File: config.mk
export PLATFORM = sky130hd
export DESIGN_NAME = marker_swap
export DESIGN_NICKNAME = d
export VERILOG_FILES = /design/src/rtl/mswap_pkg.sv /design/src/rtl/mswap_ctrl.sv /design/src/rtl/mswap_dp.sv /design/src/rtl/marker_swap.sv
export SDC_FILE = /design/constraint.sdc
export NUM_CORES = 1
export LEC_CHECK = 0
export BUFFER_PORTS_ARGS = -buffer_cell sky130_fd_sc_hd__buf_2
export CAP_MARGIN = 30
export CORE_MARGIN = 5
export CORE_UTILIZATION = 35
export DETAILED_ROUTE_END_ITERATION = 8
export PLACE_DENSITY_LB_ADDON = 0.12
export SLEW_MARGIN = 20
export SYNTH_ARGS = -nofsm -noshare
export SYNTH_HDL_FRONTEND = slang
export SYNTH_SLANG_ARGS = --single-unit
File: constraint.sdc
create_clock -name clk -period 5.9 [get_ports clk]
set_clock_uncertainty 0.1 [all_clocks]
set_input_delay 1.18 -clock clk [delete_from_list [all_inputs] [get_ports clk]]
set_output_delay 1.18 -clock clk [all_outputs]
set_load 0.01 [all_outputs]
File: src/rtl/mswap_pkg.sv
package mswap_pkg;
  localparam int BYTE_W = 8;
  localparam int BIT_W  = $clog2(BYTE_W);
  localparam int PAIR_W = 2 * BYTE_W;

  typedef enum logic [1:0] {
    SEL_LO    = 2'd0,
    SEL_HI    = 2'd1,
    SEL_SPARE = 2'd2
  } addrSel_e;

  typedef struct packed {
    logic     load;
    logic     capLo;
    logic     capHi;
    logic     capSpare;
    logic     we;
    addrSel_e sel;
  } swapCtl_t;
endpackage

File: src/rtl/mswap_ctrl.sv
module mswap_ctrl
  import mswap_pkg::*;
(
  input  logic     clk,
  input  logic     rstN,
  input  logic     start,
  output swapCtl_t ctl,
  output logic     busy,
  output logic     done
);
  typedef enum logic [3:0] {
    ST_IDLE, ST_RDLO, ST_RDHI, ST_RDSP, ST_CAP,
    ST_WRSP, ST_WRLO, ST_WRHI, ST_FIN
  } state_e;

  state_e state, nextState;

  always_comb begin
    nextState = state;
    unique case (state)
      ST_IDLE: if (start) nextState = ST_RDLO;
      ST_RDLO: nextState = ST_RDHI;
      ST_RDHI: nextState = ST_RDSP;
      ST_RDSP: nextState = ST_CAP;
      ST_CAP:  nextState = ST_WRSP;
      ST_WRSP: nextState = ST_WRLO;
      ST_WRLO: nextState = ST_WRHI;
      ST_WRHI: nextState = ST_FIN;
      ST_FIN:  nextState = ST_IDLE;
      default: nextState = ST_IDLE;
    endcase
  end

  always_ff @(posedge clk) begin
    if (!rstN) state <= ST_IDLE;
    else       state <= nextState;
  end

  always_comb begin
    ctl = '0;
    ctl.sel = SEL_LO;
    unique case (state)
      ST_IDLE: ctl.load = start;
      ST_RDLO: ctl.sel = SEL_LO;
      ST_RDHI: begin ctl.sel = SEL_HI;    ctl.capLo = 1'b1; end
      ST_RDSP: begin ctl.sel = SEL_SPARE; ctl.capHi = 1'b1; end
      ST_CAP:  ctl.capSpare = 1'b1;
      ST_WRSP: begin ctl.sel = SEL_SPARE; ctl.we = 1'b1; end
      ST_WRLO: begin ctl.sel = SEL_LO;    ctl.we = 1'b1; end
      ST_WRHI: begin ctl.sel = SEL_HI;    ctl.we = 1'b1; end
      default: ;
    endcase
  end

  assign busy = (state != ST_IDLE);
  assign done = (state == ST_FIN);

  assert_done_pulse_R6: assert property (@(posedge clk) disable iff (!rstN)
    done |=> !done);
  assert_start_accept_R6: assert property (@(posedge clk) disable iff (!rstN)
    (start && !busy) |=> busy);
  assert_no_restart_R7: assert property (@(posedge clk) disable iff (!rstN)
    (busy && !done) |=> busy);
  assert_we_in_op_R7: assert property (@(posedge clk) disable iff (!rstN)
    ctl.we |-> busy);
endmodule

File: src/rtl/mswap_dp.sv
module mswap_dp
  import mswap_pkg::*;
#(
  parameter int ADDR_W = 10
) (
  input  logic              clk,
  input  logic              rstN,
  input  swapCtl_t          ctl,
  input  logic [ADDR_W-1:0] byteOff,
  input  logic [BIT_W-1:0]  bitOff,
  input  logic [ADDR_W-1:0] spareBase,
  input  logic [BYTE_W-1:0] memRdata,
  output logic [ADDR_W-1:0] memAddr,
  output logic [BYTE_W-1:0] memWdata
);
  logic [ADDR_W-1:0] offLo, spBase;
  logic [BIT_W-1:0]  bitSh;
  logic [BYTE_W-1:0] dLo, dHi, spOld;
  logic [PAIR_W-1:0] pair, shifted, fieldMask, merged;

  always_ff @(posedge clk) begin
    if (!rstN) begin
      offLo <= '0; spBase <= '0; bitSh <= '0;
      dLo <= '0; dHi <= '0; spOld <= '0;
    end else begin
      if (ctl.load) begin
        offLo  <= byteOff;
        bitSh  <= bitOff;
        spBase <= spareBase;
      end
      if (ctl.capLo)    dLo   <= memRdata;
      if (ctl.capHi)    dHi   <= memRdata;
      if (ctl.capSpare) spOld <= memRdata;
    end
  end

  assign pair      = {dHi, dLo};
  assign shifted   = pair >> bitSh;
  assign fieldMask = {{BYTE_W{1'b0}}, {BYTE_W{1'b1}}} << bitSh;
  assign merged    = (pair & ~fieldMask) | ({{BYTE_W{1'b0}}, spOld} << bitSh);

  always_comb begin
    unique case (ctl.sel)
      SEL_HI:    memAddr = offLo + ADDR_W'(1);
      SEL_SPARE: memAddr = spBase;
      default:   memAddr = offLo;
    endcase
  end

  always_comb begin
    unique case (ctl.sel)
      SEL_SPARE: memWdata = shifted[BYTE_W-1:0];
      SEL_HI:    memWdata = merged[PAIR_W-1:BYTE_W];
      default:   memWdata = merged[BYTE_W-1:0];
    endcase
  end

  assert_keep_hi_R4: assert property (@(posedge clk) disable iff (!rstN)
    (ctl.we && ctl.sel == SEL_HI && bitSh == '0) |-> memWdata == dHi);
  assert_hold_offsets_R8: assert property (@(posedge clk) disable iff (!rstN)
    (!ctl.load) |=> ($stable(offLo) && $stable(bitSh) && $stable(spBase)));
endmodule

File: src/rtl/marker_swap.sv
module marker_swap
  import mswap_pkg::*;
#(
  parameter int ADDR_W = 10
) (
  input  logic              clk,
  input  logic              rstN,
  input  logic              start,
  input  logic [ADDR_W-1:0] byteOff,
  input  logic [2:0]        bitOff,
  input  logic [ADDR_W-1:0] spareBase,
  output logic [ADDR_W-1:0] memAddr,
  output logic              memWe,
  output logic [7:0]        memWdata,
  input  logic [7:0]        memRdata,
  output logic              busy,
  output logic              done
);
  swapCtl_t ctl;

  mswap_ctrl u_ctrl (
    .clk(clk), .rstN(rstN), .start(start),
    .ctl(ctl), .busy(busy), .done(done)
  );

  mswap_dp #(.ADDR_W(ADDR_W)) u_dp (
    .clk(clk), .rstN(rstN), .ctl(ctl),
    .byteOff(byteOff), .bitOff(bitOff), .spareBase(spareBase),
    .memRdata(memRdata), .memAddr(memAddr), .memWdata(memWdata)
  );

  assign memWe = ctl.we;

  assert_reset_quiet_R9: assert property (@(posedge clk)
    !rstN |=> (!busy && !done && !memWe));
endmodule

==> key figures <==
Synthesis
  – Sequential area share after synthesis: 0.3043
  – Cell accounting for the most synthesized area: dfxtp_1
  – Asr flop ratio synth: 0
  – Total nets after synthesis: 455
  – Yosys cell types: 53
  – Post-Syn Instances: 417
  – Top_reg_cell synth: dfxtp_1
  – Top cells by area, synth: dfxtp_1 (30%), nand2_1 (14%), mux4_2 (8.7%)
  – Post-synth top area share: 0.3043
  – Synth Cell Area: 3356 sq um
  – EDFF count, synth: 0
  – Syn avg cell area: 8.047 sq um
  – Syn. warnings: 0
  – Synthesis-stage register bit count: 51

Clocking
  – CTS tree: done
  – Clock slew at the register clock pins of the worst setup and hold paths: 0.10 ns
  – Post-CTS Setup Inserts: 0
  – Clock latency on the worst-skew pair: 0.30 ns
  – Hold_buf cts: 0
  – Clock root cell: clkbuf_8
  – H-tree Lvls: 2
  – PostCTS Resize Cnt: 0
  – CTS Sinks: 51
  – Num CTS Buffers: 5
  – Clk buf depth: 2

Setup path
  – Critical path type: reg2out
  – Crit Reg-Reg Endpoint: u_dp.spBase[7]
  – Worst setup startpoint: u_ctrl.state[0]
  – Worst reg2reg setup slack: 3.96 ns
  – Critical path arrival: 2.95 ns
  – Capture point of the critical path: memAddr[6]
  – Largest fanout on the critical path: 16
  – Crit. End Element: output port
  – Startpoint of the worst register-to-register path: u_ctrl.state[2]
  – Worst endpoint required time: 4.62 ns
  – Worst reg2reg path depth: 4
  – CP Launch Type: flip-flop

Die
  – Core Area: 9284 sq um
  – Die X: 107.9 um
  – Starting Density: 0.3615
  – Top Ports: 55
  – Die area: 11,650 sq um
  – Row count: 35
  – Die height: 107.9 um

Global routing
  – GRT Util Overall: 0.1613
  – Gr ovfl total: 0
  – Vias in the first global route: 2,851
  – Initial antenna violation count: 0
  – Largest net degree at the start of global routing: 50
  – First-pass GRT wire length: 15.10 mm

Detailed routing
  – WL final: 9.301 mm
  – DR iter-0 viols: 172
  – Post-route antenna net violation count: 0
  – Wire per inst: 15.95 um
  – Vias per cell: 5.274
  – Via count: 3,075
  – DRC: 0
  – Router iterations before antenna repair: 4

STA
  – Measured slew at the worst slew-check pin: 0.8029 ns
  – Fin crit period: 4.234 ns
  – Unrepaired setup endpoints after global routing: no
  – Final Max Tran Viols: 0
  – Crit share post-route: 0.7177
  – Setup violators final: 0
  – Fin Setup TNS: 0 ns
  – Final hold viol count: 0
  – Slew headroom: 0.4647
  – Max Freq: 236.2 MHz

Final layout
  – Most frequent cells in the layout: nand2_1 (122), buf_2 (54), dfxtp_1 (51)
  – Layout cells sized above 1: 0.1916
  – Area Overhead vs Synth: 13.39%
  – Ant diodes: 0
  – Fin nets: 491
  – Final core utilization: 0.4098
  – Commonest non-fill, non-tap cell in the layout: nand2_1

Placed design
  – Number of I/O port buffers: 54
  – Detailed placement HPWL: 6.876 mm
  – RePlAce Congestion: 0.8373

Status
  – Status: finished, final reports clean

Power
  – Pwr dens: 246.8 nW/um^2
  – Leak pwr: 1.419 nW
  – Peak VDD IR: 0.09811 mV

Run
  – # Max-Cap Violations: 0

Min path
  – Hold Crit Class: reg2reg
-- sequential cells by signal, indices dropped and copies added (netlist names) --
name	flops
u_dp.dHi	8
u_dp.bitSh	3
u_ctrl.state	4
u_dp.spBase	10
u_dp.spOld	8
u_dp.dLo	8
u_dp.offLo	10
-- logic make-up (layout without fill, tap and decap cells) --
kind of cell	Yosys count	in the layout	share of synthesized area
multiplexers	35	35	0.1592
flip-flops	51	51	0.3043
AO/OA/AOI/OAI	104	104	0.2218
buffers and inverters	44	81	0.06226
AND/OR/NAND/NOR	175	175	0.2271
XOR/XNOR	4	4	0.01044
adder cells (fa/ha/maj)	4	4	0.01491
-- worst max-delay path, cell delays in order (launching register included) --
cell and delay, ns:
dfxtp_1 0.60, xnor2_1 0.17, nand3b_1 0.14, inv_1 0.09, ha_1 0.52, clkinv_1 0.44, o31a_1 0.38, o22ai_1 0.15
buf_2 0.15
-- where the power goes --
| group | internal, W | total, W | switching (W) |
|---|---|---|---|
| combinational | 0.000109 | 0.000268 | 0.000159 |
| sequential | 0.000370 | 0.000408 | 0.0000376 |
| clock | 0.000140 | 0.000263 | 0.000124 |
-- how the worst min path moves through the flow --
| stage | from | to | slack [ns] | cells after the start |
|---|---|---|---|---|
| 4_1_cts | u_dp.spBase[6] | u_dp.spBase[6] | 0.37 | 2 |
| 5_1_grt | u_dp.spBase[6] | u_dp.spBase[6] | 0.39 | 2 |
| 3_3_place_gp | u_dp.spBase[7] | u_dp.spBase[7] | 0.35 | 2 |
| 2_1_floorplan | u_dp.spBase[4] | u_dp.spBase[4] | 0.33 | 2 |
| 3_5_place_dp | u_dp.spBase[6] | u_dp.spBase[6] | 0.35 | 2 |
| 6_report | u_dp.spBase[7] | u_dp.spBase[7] | 0.36 | 2 |
-- cell usage after synthesis, types with 2 or more instances --
library cell and instances:
nand2_1 122, dfxtp_1 51, a21boi_1 33, mux2i_1 17, a21boi_0 14, clkbuf_1 14
nor2_1 14, a21oi_1 13, mux4_2 13, buf_2 11, inv_1 11, o21ai_0 9
nand3_1 7, nor3_1 7, a32oi_1 5, o22ai_1 5, a22oi_1 4, ha_1 4
nand2b_1 4, o221ai_1 4, o31a_1 4, and2_1 3, buf_6 3, mux2_2 3
nand3b_1 3, or3_1 3, and3_1 2, buf_4 2, clkinv_1 2, nand4_1 2
nor3_2 2, nor4_1 2, o21a_1 2, xnor2_1 2, xor2_1 2
-- through the flow --
stage / cell area [sq um] / std cells / power [W] / hold slack, ns / setup slack [ns]
finish: 3805 / 583 / 0.0009390 / 0.3621 / 1.666
global route: 3805 / 583 / 0.0009986 / 0.3913 / 1.313
CTS: 3794 / 582 / 0.0009509 / 0.3677 / 1.595
detailed placement: 3672 / 574 / 0.0006839 / 0.3527 / 1.952
global placement: 3657 / 573 / 0.0006792 / 0.3482 / 2.007
floorplan: 3356 / 417 / 0.0006012 / 0.3347 / 2.633
-- final cells by class --
type / instances / area [sq um]
inverter: 13 / 48.80
sequential: 51 / 1021
timing repair buffer: 60 / 326.6
tap: 129 / 161.4
clock inverter: 2 / 38.79
clock buffer: 6 / 82.58
multi-input combinational: 322 / 2126
fill: 984 / 5479
-- per-layer routing --
metal	global-route usage	routed length, um	vias up
met5	0	0	-
met4	0.02705	54	0
met3	0.02699	444	4
met2	0.2553	4271	70
met1	0.2338	4530	1452
li1	-	-	1549
Note: power is estimated with default switching activity, not from simulation.
